<file path="config.mk">
export PLATFORM = sky130hd
export DESIGN_NAME = rxo_receiver
export DESIGN_NICKNAME = d
export VERILOG_FILES = /design/src/rtl/rxo_pkg.sv /design/src/rtl/rxo_framer.sv /design/src/rtl/rxo_wake.sv /design/src/rtl/rxo_status.sv /design/src/rtl/rxo_receiver.sv
export SDC_FILE = /design/constraint.sdc
export NUM_CORES = 1
export LEC_CHECK = 0
export BUFFER_PORTS_ARGS = -buffer_cell sky130_fd_sc_hd__buf_2
export CAP_MARGIN = 20
export CORE_MARGIN = 5
export CORE_UTILIZATION = 53
export CTS_CLUSTER_DIAMETER = 60
export DETAILED_ROUTE_END_ITERATION = 8
export HOLD_SLACK_MARGIN = 0.1
export PLACE_DENSITY = 0.73
export RECOVER_POWER = 50
export SYNTH_ARGS = -nofsm -noshare
export SYNTH_HDL_FRONTEND = slang
export SYNTH_SLANG_ARGS = --single-unit
</file>
<file path="constraint.sdc">
create_clock -name clk -period 1.82 [get_ports clk]
set_input_delay 0.273 -clock clk [delete_from_list [all_inputs] [get_ports clk]]
set_output_delay 0.273 -clock clk [all_outputs]
set_load 0.02 [all_outputs]
</file>
<file path="src/rtl/rxo_pkg.sv">
package rxo_pkg;

    localparam int DATA_MAX = 9;

    typedef enum logic {
        ST_HUNT  = 1'b0,
        ST_FRAME = 1'b1
    } fr_state_t;

    typedef struct packed {
        logic [DATA_MAX-1:0] data;
        logic                ferr;
        logic                noise;
    } rx_char_t;

    function automatic logic maj3(input logic a, input logic b, input logic c);
        return (a & b) | (a & c) | (b & c);
    endfunction

    function automatic logic split3(input logic a, input logic b, input logic c);
        return (a ^ b) | (b ^ c);
    endfunction

endpackage

</file>
<file path="src/rtl/rxo_framer.sv">
module rxo_framer
    import rxo_pkg::*;
#(
    parameter int OVS = 16
) (
    input  logic     clk,
    input  logic     rst,
    input  logic     rt_tick,
    input  logic     rxd,
    input  logic     nine_bit,
    output logic     done,
    output rx_char_t chr,
    output logic     hunting
);
    localparam int PW = $clog2(OVS);
    localparam logic [PW-1:0] PH_A   = PW'(OVS/2 - 1);
    localparam logic [PW-1:0] PH_B   = PW'(OVS/2);
    localparam logic [PW-1:0] PH_C   = PW'(OVS/2 + 1);
    localparam logic [PW-1:0] PH_END = PW'(OVS - 1);

    fr_state_t           st;
    logic [PW-1:0]       ph;
    logic [3:0]          bidx;
    logic                s_a, s_b, prev_hi, noise_acc;
    logic [DATA_MAX-1:0] shreg;
    logic [3:0]          last_bit;
    logic                at_vote, vote, dis;

    always_comb begin
        last_bit  = nine_bit ? 4'd10 : 4'd9;
        at_vote   = rt_tick && (st == ST_FRAME) && (ph == PH_C);
        vote      = maj3(s_a, s_b, rxd);
        dis       = split3(s_a, s_b, rxd);
        done      = at_vote && (bidx == last_bit);
        chr.data  = nine_bit ? shreg : {1'b0, shreg[DATA_MAX-1:1]};
        chr.ferr  = ~vote;
        chr.noise = noise_acc | dis;
        hunting   = (st == ST_HUNT);
    end

    always_ff @(posedge clk) begin
        if (rst) begin
            st        <= ST_HUNT;
            ph        <= '0;
            bidx      <= '0;
            s_a       <= 1'b1;
            s_b       <= 1'b1;
            prev_hi   <= 1'b0;
            noise_acc <= 1'b0;
            shreg     <= '0;
        end else if (rt_tick) begin
            prev_hi <= rxd;
            if (st == ST_HUNT) begin
                if (prev_hi && !rxd) begin
                    st        <= ST_FRAME;
                    ph        <= PW'(1);
                    bidx      <= '0;
                    noise_acc <= 1'b0;
                end
            end else begin
                ph <= ph + 1'b1;
                if (ph == PH_END) bidx <= bidx + 1'b1;
                if (ph == PH_A) s_a <= rxd;
                if (ph == PH_B) s_b <= rxd;
                if (ph == PH_C) begin
                    noise_acc <= noise_acc | dis;
                    if (bidx == 4'd0) begin
                        if (vote) st <= ST_HUNT;
                    end else if (bidx == last_bit) begin
                        st <= ST_HUNT;
                    end else begin
                        shreg <= {vote, shreg[DATA_MAX-1:1]};
                    end
                end
            end
        end
    end

    // a frame only begins on a tick that sampled the line low
    a_r2_start_edge: assert property (@(posedge clk) disable iff (rst)
        $fell(hunting) |-> ($past(rt_tick) && !$past(rxd)));

endmodule

</file>
<file path="src/rtl/rxo_wake.sv">
module rxo_wake #(
    parameter int OVS = 16
) (
    input  logic clk,
    input  logic rst,
    input  logic rt_tick,
    input  logic rxd,
    input  logic hunting,
    input  logic nine_bit,
    input  logic wake_by_idle,
    input  logic wake_set,
    input  logic done,
    input  logic addr_bit,
    output logic standby,
    output logic deliver
);
    localparam int CW = $clog2(OVS * 11 + 1);

    logic [CW-1:0] cnt, lim;
    logic          counting, idle_hit, addr_wake;

    always_comb begin
        lim       = nine_bit ? CW'(OVS * 11) : CW'(OVS * 10);
        counting  = rt_tick && hunting && rxd;
        idle_hit  = standby && wake_by_idle && counting && (cnt == lim - 1'b1);
        addr_wake = standby && !wake_by_idle && done && addr_bit;
        deliver   = done && (!standby || addr_wake);
    end

    always_ff @(posedge clk) begin
        if (rst || !standby) begin
            cnt <= '0;
        end else if (rt_tick) begin
            if (counting) cnt <= (cnt == lim) ? cnt : cnt + 1'b1;
            else          cnt <= '0;
        end
    end

    always_ff @(posedge clk) begin
        if (rst)                        standby <= 1'b0;
        else if (wake_set)              standby <= 1'b1;
        else if (addr_wake || idle_hit) standby <= 1'b0;
    end

    // software request enters standby on the next edge
    a_r10_enter: assert property (@(posedge clk) disable iff (rst)
        wake_set |=> standby);

    // in address mode standby only ends with a completed character
    a_r11_exit_on_char: assert property (@(posedge clk) disable iff (rst)
        ($fell(standby) && !$past(wake_by_idle)) |-> $past(done));

endmodule

</file>
<file path="src/rtl/rxo_status.sv">
module rxo_status
    import rxo_pkg::*;
(
    input  logic                clk,
    input  logic                rst,
    input  logic                deliver,
    input  rx_char_t            chr,
    input  logic                rd_strobe,
    input  logic                standby,
    output logic [DATA_MAX-1:0] rx_data,
    output logic                rx_ready,
    output logic                frame_err,
    output logic                noise_err,
    output logic                overrun,
    output logic                rx_irq
);
    always_ff @(posedge clk) begin
        if (rst) begin
            rx_data   <= '0;
            rx_ready  <= 1'b0;
            frame_err <= 1'b0;
            noise_err <= 1'b0;
            overrun   <= 1'b0;
        end else if (deliver) begin
            rx_data   <= chr.data;
            frame_err <= chr.ferr;
            noise_err <= chr.noise;
            rx_ready  <= 1'b1;
            overrun   <= (rx_ready | overrun) & ~rd_strobe;
        end else if (rd_strobe) begin
            rx_ready  <= 1'b0;
            overrun   <= 1'b0;
        end
    end

    assign rx_irq = rx_ready & ~standby;

    // delivery raises ready
    a_r7_ready_set: assert property (@(posedge clk) disable iff (rst)
        deliver |=> rx_ready);

    // a read without delivery drops ready and overrun
    a_r7_read_clear: assert property (@(posedge clk) disable iff (rst)
        (rd_strobe && !deliver) |=> (!rx_ready && !overrun));

    // unread character replaced raises overrun
    a_r8_overrun: assert property (@(posedge clk) disable iff (rst)
        (deliver && rx_ready && !rd_strobe) |=> overrun);

endmodule

</file>
<file path="src/rtl/rxo_receiver.sv">
module rxo_receiver
    import rxo_pkg::*;
#(
    parameter int OVS = 16
) (
    input  logic                clk,
    input  logic                rst,
    input  logic                rt_tick,
    input  logic                rxd,
    input  logic                nine_bit,
    input  logic                wake_by_idle,
    input  logic                wake_set,
    input  logic                rd_strobe,
    output logic [DATA_MAX-1:0] rx_data,
    output logic                rx_ready,
    output logic                frame_err,
    output logic                noise_err,
    output logic                overrun,
    output logic                rx_irq,
    output logic                standby
);
    rx_char_t chr;
    logic     done, hunting, deliver, addr_bit;

    assign addr_bit = nine_bit ? chr.data[8] : chr.data[7];

    rxo_framer #(.OVS(OVS)) u_framer (
        .clk     (clk),
        .rst     (rst),
        .rt_tick (rt_tick),
        .rxd     (rxd),
        .nine_bit(nine_bit),
        .done    (done),
        .chr     (chr),
        .hunting (hunting)
    );

    rxo_wake #(.OVS(OVS)) u_wake (
        .clk         (clk),
        .rst         (rst),
        .rt_tick     (rt_tick),
        .rxd         (rxd),
        .hunting     (hunting),
        .nine_bit    (nine_bit),
        .wake_by_idle(wake_by_idle),
        .wake_set    (wake_set),
        .done        (done),
        .addr_bit    (addr_bit),
        .standby     (standby),
        .deliver     (deliver)
    );

    rxo_status u_status (
        .clk      (clk),
        .rst      (rst),
        .deliver  (deliver),
        .chr      (chr),
        .rd_strobe(rd_strobe),
        .standby  (standby),
        .rx_data  (rx_data),
        .rx_ready (rx_ready),
        .frame_err(frame_err),
        .noise_err(noise_err),
        .overrun  (overrun),
        .rx_irq   (rx_irq)
    );

    // a character dropped in standby leaves the register untouched
    a_r11_discard: assert property (@(posedge clk) disable iff (rst)
        (done && standby && !deliver && !rd_strobe) |=> ($stable(rx_data) && $stable(rx_ready)));

endmodule

</file>
==> impl_metrics.yaml, run 1 <==
finish:
  n_antenna_cell: 0
  syn_to_final_growth_pct: 12.77
  final_common_cell: "dfxtp_1"
  n_fill_cell: 401
  drive_above_1_share: 0.1649
  fin_nets: 301
  layout_common_cells: "44 x dfxtp_1, 36 x a21oi_1, 19 x o21ai_0, 18 x clkbuf_1, 13 x nand3_1"
timing:
  relSlewSlack: 0.5930
  maxSlewViolCount: 0
  hold_violations: 0
  finClkSkew_ps: 11.46
  final-setup-viol-count: 0
  min_period_over_period: 0.9705
  min_period_ps: 1766
  tns_ps: 0
  rsz0062_at_grt: "true"
  worstMarginPinSlew_ps: 606.4
  fin_hold_ws_ps: 139.4
  fmax_mhz: 566.2
global_routing:
  grt_max_degree: 28
  antenna_found_initial: 0
  gr-total-overflow: 0
  grt_pass1_wl_microns: 8128
  grt_use_total: 0.1651
  grt_pass1_vias: 1779
logic_synthesis:
  ys_seq_elements: 44
  synthFlopType: "dfxtp_1"
  yosys.area_share.adder: 0.04828
  synth_top_family_by_area: "compound AO/OA/AOI/OAI gates"
  synth_compound_area_frac: 0.2436
  synthCells: 253
  synth_xor_area_frac: 0.007511
  yosysSeqAreaShare: 0.3777
  syn_avg_cell_area_sq_um: 9.218
  synth_cell_types: 54
  synth_top_area_share: 0.3777
  synth_top_area_cell: "dfxtp_1"
  synth_edf_count: 0
  synth_mux_area_frac: 0.04721
  yosysWarnings: 0
  ys_top_cells_by_area: "dfxtp_1 38%, a21oi_1 7.7%, a311oi_2 5.2%"
  synth_simple_gate_area_frac: 0.2065
  synth_nets: 270
  postSynth.asyncResetShare: 0
  synth_area_sq_mm: 0.002332
drt:
  post_drt_wl_per_cell_microns: 14.42
  first_pass_iters: 4
  drc_errors: 0
  totalWireLength_microns: 4860
  ant_nets: 0
  vias: 1967
  viasPerCell: 5.837
  drtIter0Drc: 40
worst_setup_path:
  r2r_slack_ps: 50
  worstSetupStartpoint: "u_framer.bidx[1]"
  cp.depth: 5
  cp_slowest_cell: "a2111oi_4"
  cp_num_buf_inv: 1
  cp_max_fo: 11
  critical-path-max-stage-delay_ps: 450
  worst_setup_path_start_kind: "register"
  cp.arrival_ps: 1980
  r2r_cells: 5
  required_ps: 2040
  cp_cell_sequence: "or3b_4 -> a2111oi_4 -> buf_12 -> a21oi_1 -> a311oi_2"
  critical_path_class: "register to register"
  r2r-start: "u_framer.bidx[1]"
  crit_end: "u_status.rx_data[3]"
  rr_endpoint: "u_status.rx_data[3]"
  critPathTopFamily: "compound AO/OA/AOI/OAI gates"
  setup.worst_path.end_class: "register"
power_and_ir_drop:
  max-vdd-ir-drop_mv: 0.3647
  total_power_uw: 1812
  powerDensity_mw_per_mm2: 689.1
  cellLeakagePower_uw: 0.0008723
place:
  hpwl_microns: 3379
  place_congestion: 0.8106
  port_buffers: 22
floorplanning:
  fp.coreArea_sq_mm: 0.004324
  dieArea_sq_mm: 0.005827
  top_level_ports: 23
  start_util: 0.5394
  die_w_microns: 76.34
  rows: 24
  fp.dieH_microns: 76.34
clocking:
  ctsHtreeMaxLevel: 2
  path_clk_slew_ps: 90
  clk_latency_ps: 300
  cts_tree: "done"
  postCtsHoldBufs: 0
  cts_made_buffers: 5
  clock_path_buffers: 2
  cts_sinks: 44
  cts_root_buffer: "clkbuf_8"
status:
  outcome: "complete, no violations"
worst_hold_path:
  hp-class: "input pin to register"
job:
  cap_violations: 0
## area by class of cell
cell class | count | area (sq um) | share of cell area
Clock buffer | 6 | 72.57 | 0.02759
Tap cell | 52 | 65.06 | 0.02474
Timing Repair Buffer | 39 | 239.0 | 0.09087
Sequential cell | 44 | 880.8 | 0.3349
Clock inverter | 2 | 35.03 | 0.01332
Multi-Input combinational cell | 184 | 1300 | 0.4943
Inverter | 10 | 37.54 | 0.01427
## sequential cells by signal, summed over array words and instances, names as in the netlist
signal              cells
u_framer.shreg          9
u_status.overrun        1
u_status.noise_err      1
u_framer.ph             4
u_wake.cnt              8
u_status.rx_ready       1
u_framer.s_b            1
u_wake.standby          1
u_status.rx_data        9
u_framer.prev_hi        1
u_framer.noise_acc      1
u_framer.s_a            1
u_framer.st             1
u_status.frame_err      1
u_framer.bidx           4
## synthesized netlist by cell type, types with 2 or more instances
| cell type | n |
|---|---|
| a211oi_1 | 3 |
| a21oi_1 | 36 |
| a311oi_2 | 8 |
| and2_1 | 3 |
| buf_2 | 2 |
| buf_6 | 3 |
| clkbuf_1 | 5 |
| clkbuf_8 | 3 |
| dfxtp_1 | 44 |
| ha_1 | 9 |
| inv_1 | 10 |
| mux2i_1 | 11 |
| nand2_1 | 6 |
| nand2b_1 | 5 |
| nand3_1 | 13 |
| nand3b_1 | 3 |
| nand4_1 | 5 |
| nor2_1 | 8 |
| nor2b_1 | 4 |
| nor3_1 | 9 |
| o21ai_0 | 19 |
| o31ai_1 | 2 |
| or3_1 | 9 |
| or4_1 | 3 |
## cells by family (layout without fill, tap and decap cells)
group	Yosys count	after routing
compound gates	81	81
xor+xnor	2	2
fa+ha+maj	9	9
buf+inv	25	57
flops	44	44
mux	11	11
simple gates	81	81
## worst register-to-register path, cell delays in order, from the launching register on
cell and delay (ps):
dfxtp_1 320, or3b_4 430, a2111oi_4 450, buf_12 180, a21oi_1 80, a311oi_2 250
## repair_timing
action | in CTS | in global routing
setup endpoints to repair | 0 | 19
setup buffers | 0 | 1
endpoints found under the hold margin | 0 | 0
gates resized for setup | 0 | 3
## per-layer routing
layer	vias up	global-route usage	wire, microns
li1	1008	-	-
met1	927	0.2126	2366
met2	25	0.2611	2239
met3	7	0.04728	192
met4	0	0.06119	62
met5	-	0	0
## metrics by stage
| step | instances | setup WS, ps | utilization | cell area, sq um |
|---|---|---|---|---|
| 5_1_grt | 337 | -33.57 | 0.6082 | 2630 |
| 6_report | 337 | 53.70 | 0.6082 | 2630 |
| 3_5_place_dp | 327 | -22.33 | 0.5802 | 2509 |
| 2_1_floorplan | 253 | 78.35 | - | 2332 |
| 4_1_cts | 335 | 7.184 | 0.6050 | 2616 |
| 3_3_place_gp | 327 | 18.59 | 0.5802 | 2509 |
## worst min path at each step
stage | cells past startpoint | slack [ps] | to | start
after global routing | 2 | 130 | u_status.overrun | rd_strobe
final | 2 | 140 | u_status.overrun | rd_strobe
after CTS | 2 | 140 | u_status.overrun | rd_strobe
after floorplan | 1 | 350 | u_status.overrun | rd_strobe
after detailed placement | 2 | 460 | u_status.overrun | rd_strobe
after global placement | 2 | 460 | u_status.overrun | rd_strobe
## power breakdown
part	total, uW	internal (uW)	switching, uW
sequential	973	967	5.78
clock	735	407	327
combinational	105	36.1	68.6
total	1810	1410	402
(Power assumes the default switching activity.)
==> inputs of run 2 (changes only) <==
ABC_AREA = 1   (was not set)
==> run 2 against run 1 <==
Largest cell class unchanged. Routed wire length up 1.2%. Area after synthesis up 0.80%. Non-clock buffer count decreased by 12. Sequential share of layout area rose by 0.62 points. Cell area shrank 1.8%. Critical endpoint is now u_status.rx_data[8]. Register-to-register slack better by 160 ps.
==> impl_metrics.yaml, run 2 <==
power_and_ir_drop:
  total_power_uw: 1726
  cellLeakagePower_uw: 0.001146
  swShare: 0.2606
  p_clk_frac: 0.368
  powerDensity_mw_per_mm2: 668.4
  pwr-share-comb: 0.064
  switchingPower_uw: 449.8
  max-vdd-ir-drop_mv: 0.4705
  internal_power_uw: 1276
  p_seq_frac: 0.567
logic_synthesis:
  synth_nets: 368
  synth_most_common_cell: "nand2_1"
  yosysSeqAreaShare: 0.3747
  synthCells: 351
  synth_top_area_share: 0.3747
  syn_avg_cell_area_sq_um: 6.698
  ys_top_cells_by_area: "dfxtp_1 37%, nand2_1 14%, nor2_1 9.4%"
  postSynth.asyncResetShare: 0
  ys_seq_elements: 44
  synth_area_sq_mm: 0.002351
  yosysWarnings: 0
  synth_top_area_cell: "dfxtp_1"
  synth_common_cells: "88 x nand2_1, 59 x nor2_1, 49 x inv_1"
  synthFlopType: "dfxtp_1"
  synth_edf_count: 0
  synth_cell_types: 30
timing:
  fmax_mhz: 623.1
  fin_hold_ws_ps: 194.7
  hold_violations: 0
  worst_slack_ps: 215.1
  maxSlewViolCount: 0
  min_period_over_period: 0.8818
  final-setup-viol-count: 0
  min_period_ps: 1605
  tns_ps: 0
  relSlewSlack: 0.6575
  rsz0062_at_grt: "false"
  finClkSkew_ps: 8.810
  worstMarginPinSlew_ps: 511.8
worst_setup_path:
  r2r-start: "u_framer.ph[1]"
  required_ps: 2070
  rr_endpoint: "u_status.rx_data[8]"
  r2r_cells: 8
  setup.worst_path.end_class: "register"
  critical_path_class: "register to register"
  cp_max_fo: 9
  worstSetupStartpoint: "u_framer.ph[1]"
  r2r_slack_ps: 220
  cp.arrival_ps: 1850
  worst_setup_path_start_kind: "register"
  crit_end: "u_status.rx_data[8]"
finish:
  n_fill_cell: 422
  final-seq-area_sq_um: 880.8
  syn_to_final_growth_pct: 9.846
  top_regs: "u_framer.shreg: 9 flops, u_status.rx_data: 9 flops, u_wake.cnt: 8 flops"
  fin_nets: 394
  layout_common_cells: "90 x nand2_1, 59 x nor2_1, 49 x inv_1, 44 x dfxtp_1, 23 x nand3_1"
  final_common_cell: "nand2_1"
  fin_cells: 430
  multi_input_area_sq_mm: 0.001231
  drive_above_1_share: 0.06878
  n_antenna_cell: 0
clocking:
  postCtsHoldBufs: 0
  clock_path_buffers: 2
  cts_setup_buffers: 0
  cts_tree: "done"
  cts_sinks: 44
  path_clk_slew_ps: 90
  clk_latency_ps: 310
  cts_root_buffer: "clkbuf_8"
  cts_made_buffers: 5
  cts-resized-gates: 0
  ctsHtreeMaxLevel: 2
drt:
  first_pass_iters: 4
  drc_errors: 0
  totalWireLength_microns: 4919
  post_drt_wl_per_cell_microns: 11.44
  viasPerCell: 5.077
  vias: 2183
  ant_nets: 0
  drtIter0Drc: 170
place:
  pre_cts_slack_ps: 206.0
  hpwl_microns: 3684
  place_congestion: 0.8650
  dp_cells: 422
  port_buffers: 22
global_routing:
  grt_use_total: 0.1835
  antenna_found_initial: 0
  gr-total-overflow: 0
  grt_pass1_vias: 2091
  grt_pass1_wl_microns: 9059
  grt_max_degree: 19
job:
  cap_violations: 0
floorplanning:
  top_level_ports: 23
  fp.dieH_microns: 76.60
  dieArea_sq_mm: 0.005868
  rows: 24
  die_w_microns: 76.60
  fp.coreArea_sq_mm: 0.004324
  start_util: 0.5437
status:
  outcome: "complete, no violations"
worst_hold_path:
  hp-class: "input pin to register"
run 2: changes by cell type after synthesis, sizes merged, moves of 11 or more:
cell and delta:
a21oi -18, inv +39, mux2i -11, nand2 +84, nand3 +11, nor2 +54
run 2: cells by family after synthesis:
| family | synth area share |
|---|---|
| flip-flops | 0.3747 |
| AND/OR/NAND/NOR | 0.3438 |
| adder cells (fa/ha/maj) | 0.04790 |
| buffers and inverters | 0.09952 |
| AO/OA/AOI/OAI | 0.1267 |
| XOR/XNOR | 0.007452 |
run 2: how the worst min path moves through the flow:
| stage | cells after the start | endpoint | slack, ps | from |
|---|---|---|---|---|
| 3_3_place_gp | 2 | u_status.overrun | 450 | u_status.overrun |
| 3_5_place_dp | 2 | u_framer.shreg[0] | 450 | u_framer.shreg[0] |
| 5_1_grt | 3 | u_wake.standby | 180 | wake_set |
| 4_1_cts | 3 | u_wake.standby | 190 | wake_set |
| 2_1_floorplan | 2 | u_wake.standby | 410 | wake_set |
| 6_report | 3 | u_wake.standby | 190 | wake_set |
run 2: routing by layer:
| metal | part of all wire | track usage | vias to the layer above |
|---|---|---|---|
| met4 | 0.014 | 0.07168 | 0 |
| met5 | 0 | 0 | - |
| li1 | - | - | 1170 |
| met3 | 0.038 | 0.04728 | 7 |
| met1 | 0.45 | 0.2109 | 978 |
| met2 | 0.50 | 0.3219 | 28 |
run 2: per-stage QoR:
step | util | instance area (sq um)
floorplan | - | 2351
global placement | 0.5813 | 2514
detailed placement | 0.5813 | 2514
CTS | 0.6027 | 2606
global route | 0.5972 | 2582
finish | 0.5972 | 2582
run 2: area by class of cell:
class	instances	share of cell area
Clock buffer	5	0.02665
Clock inverter	3	0.009205
Inverter	49	0.07122
Multi-Input combinational cell	250	0.4767
Sequential cell	44	0.3411
Tap cell	52	0.02519
Timing Repair Buffer	27	0.04990
run 2: power by group through the flow:
stage                     registers [uW]  logic, uW  clock network, uW
final                                979        111                636
after global routing                 982        126                705
after CTS                            979        113                656
after detailed placement            1000        112                  0
after global placement              1000        111                  0
after floorplan                     1000       71.5                  0
run 2: critical path, cell delays in order, from the launching register on:
cell     delay, ps
dfxtp_1        330
inv_1          100
ha_1           180
nand3_1        200
nor2_8         230
nand3_1         90
a21oi_1        250
nor2_1          70
nor2_1         100
